**config.mk**
```make
export PLATFORM = sky130hd
export DESIGN_NAME = ipi_unit
export DESIGN_NICKNAME = d
export VERILOG_FILES = /design/src/rtl/ipi_pkg.sv /design/src/rtl/ipi_decode.sv /design/src/rtl/ipi_slot.sv /design/src/rtl/ipi_rdata.sv /design/src/rtl/ipi_unit.sv
export SDC_FILE = /design/constraint.sdc
export NUM_CORES = 1
export LEC_CHECK = 0
export BUFFER_PORTS_ARGS = -buffer_cell sky130_fd_sc_hd__buf_2
export CAP_MARGIN = 0
export CELL_PAD_IN_SITES_DETAIL_PLACEMENT = 0
export CELL_PAD_IN_SITES_GLOBAL_PLACEMENT = 1
export CORE_MARGIN = 8
export CORE_UTILIZATION = 40
export DETAILED_ROUTE_END_ITERATION = 16
export PLACE_DENSITY = 0.71
export SYNTH_ARGS = -nofsm -noshare
export SYNTH_HDL_FRONTEND = slang
export SYNTH_SLANG_ARGS = --single-unit
```
**constraint.sdc**
```tcl
create_clock -name clk_i -period 2.77 [get_ports clk_i]
set_input_delay 0.4155 -clock clk_i [delete_from_list [all_inputs] [get_ports clk_i]]
set_output_delay 0.4155 -clock clk_i [all_outputs]
set_load 0.005 [all_outputs]
```
**src/rtl/ipi_pkg.sv**
```systemverilog
`timescale 1ns/1ps
package ipi_pkg;
  localparam int DATA_W   = 32;
  localparam int TAG_W    = 16;
  localparam int DEST_W   = 16;
  localparam int SENDER_W = 15;

  // status word layout: {pending, sender, tag}
  typedef struct packed {
    logic                pending;
    logic [SENDER_W-1:0] sender;
    logic [TAG_W-1:0]    tag;
  } ipi_status_t;
endpackage

```
**src/rtl/ipi_decode.sv**
```systemverilog
`timescale 1ns/1ps
module ipi_decode #(
  parameter int NUM_CORES = 4,
  parameter int ADDR_W    = $clog2(2*NUM_CORES),
  localparam int IDX_W    = ADDR_W - 1
) (
  input  logic                 access_i,
  input  logic                 we_i,
  input  logic [ADDR_W-1:0]    adr_i,
  output logic [NUM_CORES-1:0] ctl_we_o,
  output logic [NUM_CORES-1:0] sts_we_o,
  output logic [IDX_W-1:0]     core_idx_o,
  output logic                 is_sts_o,
  output logic                 hit_o
);
  assign core_idx_o = adr_i[ADDR_W-1:1];
  assign is_sts_o   = adr_i[0];
  assign hit_o      = access_i && (int'(core_idx_o) < NUM_CORES);

  for (genvar g = 0; g < NUM_CORES; g++) begin : g_strobe
    assign ctl_we_o[g] = hit_o && we_i && !is_sts_o && (int'(core_idx_o) == g);
    assign sts_we_o[g] = hit_o && we_i &&  is_sts_o && (int'(core_idx_o) == g);
  end
endmodule

```
**src/rtl/ipi_slot.sv**
```systemverilog
`timescale 1ns/1ps
module ipi_slot
  import ipi_pkg::*;
(
  input  logic                clk_i,
  input  logic                rst_ni,
  input  logic                send_i,
  input  logic [SENDER_W-1:0] sender_i,
  input  logic [TAG_W-1:0]    tag_i,
  input  logic                clear_i,
  output ipi_status_t         status_o
);
  ipi_status_t status_q;

  // send wins over a clear in the same cycle
  always_ff @(posedge clk_i or negedge rst_ni) begin
    if (!rst_ni) begin
      status_q <= '0;
    end else if (send_i) begin
      status_q.pending <= 1'b1;
      status_q.sender  <= sender_i;
      status_q.tag     <= tag_i;
    end else if (clear_i) begin
      status_q.pending <= 1'b0;
    end
  end

  assign status_o = status_q;

  assert_send_sets_R2: assert property (@(posedge clk_i) disable iff (!rst_ni)
    send_i |=> status_q.pending);
  assert_send_fields_R5: assert property (@(posedge clk_i) disable iff (!rst_ni)
    send_i |=> (status_q.tag == $past(tag_i)) && (status_q.sender == $past(sender_i)));
  assert_clear_drops_R7: assert property (@(posedge clk_i) disable iff (!rst_ni)
    (clear_i && !send_i) |=> !status_q.pending);
  assert_idle_holds_R9: assert property (@(posedge clk_i) disable iff (!rst_ni)
    (!send_i && !clear_i) |=> $stable(status_q));
endmodule

```
**src/rtl/ipi_rdata.sv**
```systemverilog
`timescale 1ns/1ps
module ipi_rdata
  import ipi_pkg::*;
#(
  parameter int NUM_CORES = 4,
  parameter int IDX_W     = 2
) (
  input  ipi_status_t [NUM_CORES-1:0] status_i,
  input  logic [IDX_W-1:0]            core_idx_i,
  input  logic                        is_sts_i,
  input  logic                        hit_i,
  output logic [DATA_W-1:0]           rdata_o
);
  always_comb begin
    rdata_o = '0;
    for (int i = 0; i < NUM_CORES; i++) begin
      if (hit_i && is_sts_i && (int'(core_idx_i) == i)) rdata_o = status_i[i];
    end
  end
endmodule

```
**src/rtl/ipi_unit.sv**
```systemverilog
`timescale 1ns/1ps
module ipi_unit
  import ipi_pkg::*;
#(
  parameter int NUM_CORES = 4,
  parameter int ADDR_W    = $clog2(2*NUM_CORES)
) (
  input  logic                 clk_i,
  input  logic                 rst_ni,
  input  logic                 wb_cyc_i,
  input  logic                 wb_stb_i,
  input  logic                 wb_we_i,
  input  logic [ADDR_W-1:0]    wb_adr_i,
  input  logic [DATA_W-1:0]    wb_dat_i,
  output logic [DATA_W-1:0]    wb_dat_o,
  output logic                 wb_ack_o,
  output logic [NUM_CORES-1:0] irq_o
);
  localparam int IDX_W = ADDR_W - 1;

  logic                        access;
  logic [NUM_CORES-1:0]        ctl_we, sts_we, send_hit;
  logic [IDX_W-1:0]            core_idx;
  logic                        is_sts, hit, send_any;
  logic [DEST_W-1:0]           dest;
  logic [SENDER_W-1:0]         sender;
  ipi_status_t [NUM_CORES-1:0] status;

  assign access   = wb_cyc_i && wb_stb_i;
  assign wb_ack_o = access;  // never stalled, never retried

  ipi_decode #(.NUM_CORES(NUM_CORES), .ADDR_W(ADDR_W)) i_decode (
    .access_i   (access),
    .we_i       (wb_we_i),
    .adr_i      (wb_adr_i),
    .ctl_we_o   (ctl_we),
    .sts_we_o   (sts_we),
    .core_idx_o (core_idx),
    .is_sts_o   (is_sts),
    .hit_o      (hit)
  );

  // sender is implied by which control register was written
  assign send_any = |ctl_we;
  assign dest     = wb_dat_i[DATA_W-1:DATA_W-DEST_W];
  assign sender   = SENDER_W'(core_idx);

  for (genvar d = 0; d < NUM_CORES; d++) begin : g_slot
    assign send_hit[d] = send_any && (32'(dest) == d);

    ipi_slot i_slot (
      .clk_i    (clk_i),
      .rst_ni   (rst_ni),
      .send_i   (send_hit[d]),
      .sender_i (sender),
      .tag_i    (wb_dat_i[TAG_W-1:0]),
      .clear_i  (sts_we[d]),
      .status_o (status[d])
    );
    assign irq_o[d] = status[d].pending;
  end

  ipi_rdata #(.NUM_CORES(NUM_CORES), .IDX_W(IDX_W)) i_rdata (
    .status_i   (status),
    .core_idx_i (core_idx),
    .is_sts_i   (is_sts),
    .hit_i      (hit),
    .rdata_o    (wb_dat_o)
  );

  assert_bad_dest_ignored_R8: assert property (@(posedge clk_i) disable iff (!rst_ni)
    (access && wb_we_i && !wb_adr_i[0] && (32'(dest) >= NUM_CORES)) |=> $stable(irq_o));
  assert_ctl_reads_zero_R9: assert property (@(posedge clk_i) disable iff (!rst_ni)
    (access && !wb_we_i && !wb_adr_i[0]) |-> (wb_dat_o == '0));
  assert_irq_tracks_status_R3: assert property (@(posedge clk_i) disable iff (!rst_ni)
    (access && !wb_we_i && wb_adr_i[0] && hit) |-> (wb_dat_o[DATA_W-1] == irq_o[core_idx]));
endmodule

```
== Word-level counts from Yosys, hierarchy flattened ==
Cells that the tools add are included.

* Reductions and logical operators: 29
* Mux-type cells: 12
* Equal/unequal tests: 6

{| class="wikitable"
|+ Operator list
! kind !! number
|-
| 32-bit two-way mux || 4
|-
| 16-bit by 2-bit equality test with 1-bit output, second input constant || 2
|-
| 1-bit logical AND || 21
|-
| 16-bit by 1-bit equality test with 1-bit output, second input constant || 1
|-
| 16-bit zero test || 1
|-
| 1-bit two-way mux || 8
|-
| 2-bit nonzero test || 4
|-
| 2-bit equality test, second input constant || 2
|-
| 4-bit OR reduction || 1
|-
| 2-bit by 1-bit equality test with 1-bit output, second input constant || 1
|-
| 2-bit zero test || 1
|-
| 1-bit zero test || 1
|}

* Input bits: 40
* Output and inout port bits: 37
* Word-level logic and storage cells: 59
* Register bits: 76

== Logic depth before layout (Yosys ltp) ==
Gate-level depths: netlist of the first run.

* Depth in word-level cells: 7
* Gate-level depth with buffers: 6
* Depth with buffers taken out: 4

== Hierarchy ==
Synthesis of the first run repeated with hierarchy kept, for this count alone.

* Cell total of the unflattened synthesis: 418
* Area total of the unflattened synthesis: 6571.3 um^2

{| class="wikitable"
|+ Modules (own cells, without submodules)
! module !! cells each !! instances !! area each (um^2)
|-
| ipi_slot || 69 || 4 || 1341.3
|-
| ipi_rdata || 111 || 1 || 996.0
|-
| ipi_decode || 17 || 1 || 118.9
|-
| ipi_unit || 14 || 1 || 91.3
|}

== Worst setup path before layout of the first run ==
No wires, ideal clock.

* Kind: in2out
* From: input port wb_adr_i[2]
* To: output port wb_dat_o[10]
* Required time: 2355 ps
* Arrival: 1848 ps
* Stages on the path: 5
* Setup slack: 507 ps
* Cells stage by stage: clkbuf_1 > nor3b_1 > clkbuf_1 > a22oi_1 > nand2_1

* Longest elaborated chain between the ends: 6

{| class="wikitable"
|+ RTL lines
! element !! RTL line !! RTL
|-
| start, declared || ipi_unit.sv:13 || <nowiki>input logic [ADDR_W-1:0] wb_adr_i,</nowiki>
|-
| 2-bit zero test || ipi_rdata.sv:17 || <nowiki>if (hit_i && is_sts_i && (int'(core_idx_i) == i)) rdata_o = status_i[i];</nowiki>
|-
| 1-bit logical AND || ipi_rdata.sv:17 ||
|-
| 32-bit two-way mux (3 in a row) || ipi_rdata.sv:17 ||
|-
| 32-bit two-way mux * || ipi_rdata.sv:17 ||
|-
| end, declared || ipi_unit.sv:15 || <nowiki>output logic [DATA_W-1:0] wb_dat_o,</nowiki>
|}

Mark *: on every way between the ends. The rest lies on a longest branch, timed or not.

== Final worst setup path of the first run ==
* From: input port wb_cyc_i
* To: output port wb_dat_o[11]

* Longest elaborated chain between the ends: 7

{| class="wikitable"
|+ RTL lines
! element !! RTL line !! RTL
|-
| start, declared || ipi_unit.sv:10 || <nowiki>input logic wb_cyc_i,</nowiki>
|-
| 1-bit logical AND * || ipi_unit.sv:29 || <nowiki>assign access = wb_cyc_i && wb_stb_i;</nowiki>
|-
| 1-bit logical AND * || ipi_rdata.sv:17 ||
|-
| 1-bit logical AND || ipi_rdata.sv:17 ||
|-
| 32-bit two-way mux (3 in a row) || ipi_rdata.sv:17 ||
|-
| 32-bit two-way mux * || ipi_rdata.sv:17 ||
|}

Marks and branches as above.

==> results of run 1 <==
worst min-delay path by stage:
stage | from | end | slack, ps | cells after the start
after floorplan | rst_ni | g_slot[0].i_slot.status_o[0] | 120 | 0
after global placement | g_slot[3].i_slot.status_o[31] | g_slot[3].i_slot.status_o[31] | 480 | 1
after detailed placement | g_slot[0].i_slot.status_o[6] | g_slot[0].i_slot.status_o[6] | 490 | 1
after CTS | rst_ni | g_slot[1].i_slot.status_o[2] | 240 | 1
after global routing | rst_ni | g_slot[1].i_slot.status_o[2] | 300 | 1
final | rst_ni | g_slot[1].i_slot.status_o[2] | 200 | 1
per-layer routing:
metal  vias to the layer above  global-route usage (%)
met5                         -                       0
met4                         0                    4.59
met2                        52                    21.6
li1                       1049                       -
met3                        10                    4.00
met1                      1146                    16.3
final cells by class:
class	instances	area (um2)	area share, %
clock buffers	12	135	3.29
clock inverters	3	15.0	0.366
inverters	1	3.75	0.0914
multi-input cells	166	1520	37.1
flip-flops and latches	76	1900	46.3
well taps	108	135	3.29
repair buffers	73	393	9.57
kinds of logic after synthesis:
kind of cell           synth area share (%)
other                                 0.105
multiplexers                           24.2
AND/OR/NAND/NOR                        8.04
buffers and inverters                  5.98
flip-flops                             53.2
AO/OA/AOI/OAI                          8.46
cells in the mapped netlist:
master / number / share of area [%]
a21bo_2: 1 / 0.28
a21o_1: 3 / 0.63
a22oi_1: 36 / 7.6
and2_1: 1 / 0.17
and4_1: 1 / 0.24
buf_12: 1 / 0.56
buf_2: 2 / 0.28
buf_4: 19 / 4.0
buf_6: 1 / 0.31
clkbuf_1: 7 / 0.73
conb_1: 1 / 0.10
dfrtp_1: 76 / 53
inv_1: 1 / 0.10
mux2_2: 63 / 20
mux2_4: 9 / 3.8
mux4_2: 1 / 0.63
nand2_1: 23 / 2.4
nand3_1: 1 / 0.14
nand3_2: 1 / 0.28
nand4b_4: 1 / 0.66
nor2_1: 1 / 0.10
nor2b_1: 1 / 0.17
nor3_1: 1 / 0.14
nor3_4: 1 / 0.45
nor3b_1: 1 / 0.21
nor3b_2: 1 / 0.35
nor4_2: 1 / 0.35
nor4_4: 3 / 1.8
nor4b_1: 1 / 0.24
or4_4: 1 / 0.31
metrics by stage:
stage	worst slack, ps	util, %	power [uW]
after floorplan	507	-	1170
after global placement	575	45.6	1220
after detailed placement	546	45.6	1230
after CTS	756	47.3	1930
after global routing	663	47.3	1990
final	781	47.3	1900
power by group through the flow:
| stage | Sequential, uW | Combinational (uW) | Clock, uW |
|---|---|---|---|
| floorplan | 1130 | 34.9 | 0 |
| global placement | 1130 | 94.0 | 0 |
| detailed placement | 1130 | 95.6 | 0 |
| CTS | 1110 | 95.8 | 725 |
| global route | 1110 | 108 | 775 |
| finish | 1110 | 93.8 | 692 |
==> results.json, run 1 <==
{
  "num_antenna_cells": 0,
  "crit_top_cell": "buf_2",
  "rsz0062_at_grt": "no",
  "path_depth": 7,
  "worst-path-max-fanout": 19,
  "cp-endpoint": "wb_dat_o[11]",
  "die_w_um": 111,
  "routed_wl_mm": 7.85,
  "place_hpwl_mm": 5.31,
  "drc": 0,
  "floorplan.initialDensity_pct": 41.2,
  "syn_area_mm2": 0.00358,
  "ys_seq_area_share_pct": 53.2,
  "cts_root_buffer": "clkbuf_8",
  "row_count": 34,
  "clockPowerShare_pct": 36.5,
  "clk_latency_ps": 340,
  "viasPerCell": 5.14,
  "final_hold_viol_count": 0,
  "seqPwrFrac_pct": 58.5,
  "met2_length_mm": 3.85,
  "setup-violations-final": 0,
  "internal-power_uw": 1460,
  "crit_family": "simple AND/OR/NAND/NOR gates",
  "cts_tree": "yes",
  "layout-drive-gt1-share_pct": 51.7,
  "critPathLaunchType": "input pin",
  "area_growth_pct": 14.8,
  "htree_levels": 3,
  "syn_area_per_cell_um2": 13.7,
  "min_period_ps": 1990,
  "stdcell_area_mm2": 0.00411,
  "top_layer_used": "met4",
  "cpPeakStageDelay_ps": 220,
  "clk_pin_slew_ps": 80,
  "cp_cell_sequence": "buf_2 > and2_1 > and4_1 > buf_4 > a22oi_1 > nand2_1 > buf_2",
  "vdd_ir_drop_max_mv": 0.300,
  "r2r_setup_slack_ps": 2000,
  "finalMaxSlewViolations": 0,
  "io_pins": 77,
  "drtIter0Drc": 103,
  "die_area_mm2": 0.0122,
  "end_kind": "output pin",
  "gp_congestion": 0.661,
  "cts_hold_buf": 0,
  "cts.sinks": 76,
  "m1WireLength_mm": 3.57,
  "relSlewSlack_pct": 37.4,
  "required_ps": 2350,
  "r2r-end": "g_slot[2].i_slot.status_o[14]",
  "die_h_um": 111,
  "numCtsBuffers": 9,
  "grt_pass1_vias": 2463,
  "path_buf_inv": 3,
  "overflow": 0,
  "leakage_uw": 0.00223,
  "worstSetupPathType": "in -> out",
  "fin_nets": 367,
  "critPathArrivalTime_ps": 1570,
  "final_cell_mix": "dfrtp_1 (76), mux2_2 (63), buf_2 (62), a22oi_1 (36), nand2_1 (23)",
  "placedCellCount": 424,
  "grt_max_degree": 77,
  "worstRegToRegCells": 1,
  "p_sw_share_pct": 23.2,
  "synth_seq_cells": 76,
  "antenna_found_initial": 0,
  "tightest_slew_ps": 939,
  "drv_cap": 0,
  "grtUsageTotal_pct": 13.3,
  "power_density_mw_per_mm2": 462,
  "placed_area_mm2": 0.00396,
  "dr_wl_met3_um": 328,
  "finalNonFillerCells": 439,
  "min_path_type": "in -> async",
  "post_cts_resize_count": 0,
  "ant_nets": 0,
  "wl_per_cell_um": 17.9,
  "crit_start": "wb_cyc_i",
  "io_buffers": 63,
  "final.setup_skew_ps": 0,
  "r2r-start": "g_slot[2].i_slot.status_o[14]",
  "core_area_mm2": 0.00868,
  "postSynthCellCount": 261,
  "vias": 2257,
  "first_pass_iters": 4,
  "fin_hold_ws_ps": 203,
  "yosys_warnings": 0,
  "postCtsSetupBuffers": 0,
  "cts_buffer_depth": 2,
  "power_frac_comb_pct": 5.0,
  "ys_types": 30,
  "cp_slowest_cell": "buf_4",
  "finalSetupTns_ps": 0,
  "final_common_cell": "dfrtp_1",
  "outcome": "finished, final reports clean",
  "fmax_mhz": 503,
  "largest_reg_flops": 76,
  "grt_pass1_wl_mm": 13.2,
  "switchingPower_uw": 440,
  "n_fill_cell": 810,
  "period_share_pct": 71.8
}
Note: power is estimated with default switching activity, not from simulation.
==> run 2, diff against run 1 <==
Settings changed: ABC_AREA set to 1, CORE_UTILIZATION 40 to 38, PLACE_DENSITY 0.71 to 0.74.
Clock period 2.77 ns to 1.6 ns, I/O delays scaled along.
==> results.json, run 2 <==
{
  "placedCellCount": 691,
  "die_area_mm2": 0.0149,
  "postSynthCellCount": 509,
  "grtUsageTotal_pct": 17.1,
  "cts.sinks": 76,
  "drtIter0Drc": 303,
  "synth_common_cells": "nand2_1 (159), nand4_1 (90), dfrtp_1 (76)",
  "synth_top_area_share_pct": 44.4,
  "final_cell_mix": "nand2_1 (159), nand4_1 (90), dfrtp_1 (76), nand3_1 (75), buf_2 (63)",
  "largest_reg_flops": 76,
  "wl_per_cell_um": 17.4,
  "cts_tree": "yes",
  "synthFlopType": "dfrtp_1",
  "synth_edf_count": 0,
  "clk_pin_slew_ps": 60,
  "min_path_type": "in -> reg",
  "worstSetupPathType": "in -> out",
  "period_share_pct": 94.1,
  "power_density_mw_per_mm2": 831,
  "placed_area_mm2": 0.00467,
  "htree_levels": 3,
  "critPathArrivalTime_ps": 1260,
  "first_pass_iters": 4,
  "outcome": "finished, final reports clean",
  "place_hpwl_mm": 7.98,
  "finalMaxSlewViolations": 0,
  "end_kind": "output pin",
  "grt_pass1_vias": 3754,
  "synth_area_leaders": "dfrtp_1 (44%), nand2_1 (14%), nand4_1 (13%)",
  "die_h_um": 122,
  "fmax_mhz": 664,
  "final_hold_viol_count": 0,
  "min_from": "wb_we_i",
  "core_area_mm2": 0.0109,
  "fin_nets": 603,
  "gp_congestion": 0.765,
  "ys_seq_area_share_pct": 44.4,
  "r2r-start": "g_slot[0].i_slot.status_o[31]",
  "ys_types": 24,
  "ys_async_sr_fraction_pct": 100,
  "final.setup_skew_ps": 0,
  "antenna_found_initial": 0,
  "viasPerCell": 5.38,
  "cts_root_buffer": "clkbuf_16",
  "setup-violations-final": 0,
  "crit_start": "wb_adr_i[0]",
  "vias": 3812,
  "layout-drive-gt1-share_pct": 23.1,
  "overflow": 0,
  "stdcell_area_mm2": 0.00495,
  "area_growth_pct": 15.4,
  "drv_cap": 0,
  "min_period_ps": 1500,
  "grt_max_degree": 77,
  "vdd_ir_drop_max_mv": 0.591,
  "final_common_cell": "nand2_1",
  "power_uw": 4110,
  "finalNonFillerCells": 708,
  "routed_wl_mm": 12.3,
  "yosysMostFrequentCell": "nand2_1",
  "row_count": 38,
  "floorplan.initialDensity_pct": 39.2,
  "rsz0062_at_grt": "yes",
  "drc": 0,
  "synth_seq_cells": 76,
  "clk_latency_ps": 330,
  "grt_pass1_wl_mm": 20.1,
  "io_buffers": 63,
  "numCtsBuffers": 9,
  "required_ps": 1360,
  "hold-path-cell-count": 4,
  "synth_area_leader_cell": "dfrtp_1",
  "yosys_warnings": 0,
  "num_antenna_cells": 0,
  "worstRegToRegCells": 2,
  "syn_area_mm2": 0.00429,
  "ant_nets": 0,
  "io_pins": 77,
  "syn_area_per_cell_um2": 8.42,
  "die_w_um": 122,
  "leakage_uw": 0.00270,
  "cts_buffer_depth": 2,
  "critPathLaunchType": "input pin",
  "worst-path-max-fanout": 25
}
==> run 2: per-layer routing <==
layer	GRT usage [%]	part of all wire, %	vias up	routed length, um
met5	0	0	-	0
met4	6.17	1.4	0	178
met3	3.63	6.9	16	854
met2	27.4	47	113	5820
met1	22.4	44	1845	5490
li1	-	-	1838	-
==> run 2: worst paths after layout <==
path / endpoint / slack, ps
max: wb_dat_o[14] / 100
min reg2reg: g_slot[2].i_slot.status_o[13] / 470
max reg2reg: g_slot[0].i_slot.status_o[31] / 950
min: g_slot[2].i_slot.status_o[31] / 180
max in group asynchronous: g_slot[3].i_slot.status_o[6] / 790
min in group asynchronous: g_slot[0].i_slot.status_o[31] / 460
==> run 2: power by group <==
group	internal, uW	switching, uW	total [uW]	leakage [uW]
sequential	1930	8.38	1940	0.00106
combinational	105	235	340	0.00151
clock	1090	743	1830	0.000131
==> run 2: repair_timing <==
action / in CTS / in global routing
gates resized for setup: 0 / 1
hold buffers: 1 / 0
endpoints found under the hold margin: 76 / 0
buffers inserted: 0 / 0
endpoints found under the setup margin: 0 / 1
==> run 2: layout make-up <==
class,count,area [um2]
Clock buffer,14,254
Clock inverter,2,10.0
Fill cell,1123,5990
Inverter,12,51.3
Multi-Input combinational cell,376,1980
Sequential cell,76,1900
Tap cell,140,175
Timing Repair Buffer,88,572
==> run 2: cell families after synthesis <==
family / after synthesis / synth area share (%)
AOI/OAI and AO/OA: 2 / 0.234
buffers and inverters: 69 / 10.5
DFF: 76 / 44.4
other: 1 / 0.0875
and+or+nand+nor: 361 / 44.8
==> run 2: through the flow <==
step	hold slack (ps)	setup WS [ps]	TNS (ps)	util, %
after CTS	183	93.7	0	45.2
after floorplan	-55.6	307	0	-
after global routing	204	-3.01	-3.01	45.3
after global placement	312	120	0	42.7
after detailed placement	308	89.0	0	42.7
final	184	95.0	0	45.3
==> run 2: worst max-delay path, cell delays in order <==
cell and delay [ps]:
buf_2 110, inv_1 70, nor2_4 160, buf_4 290, nand3_1 120, nand4_1 140
buf_2 130
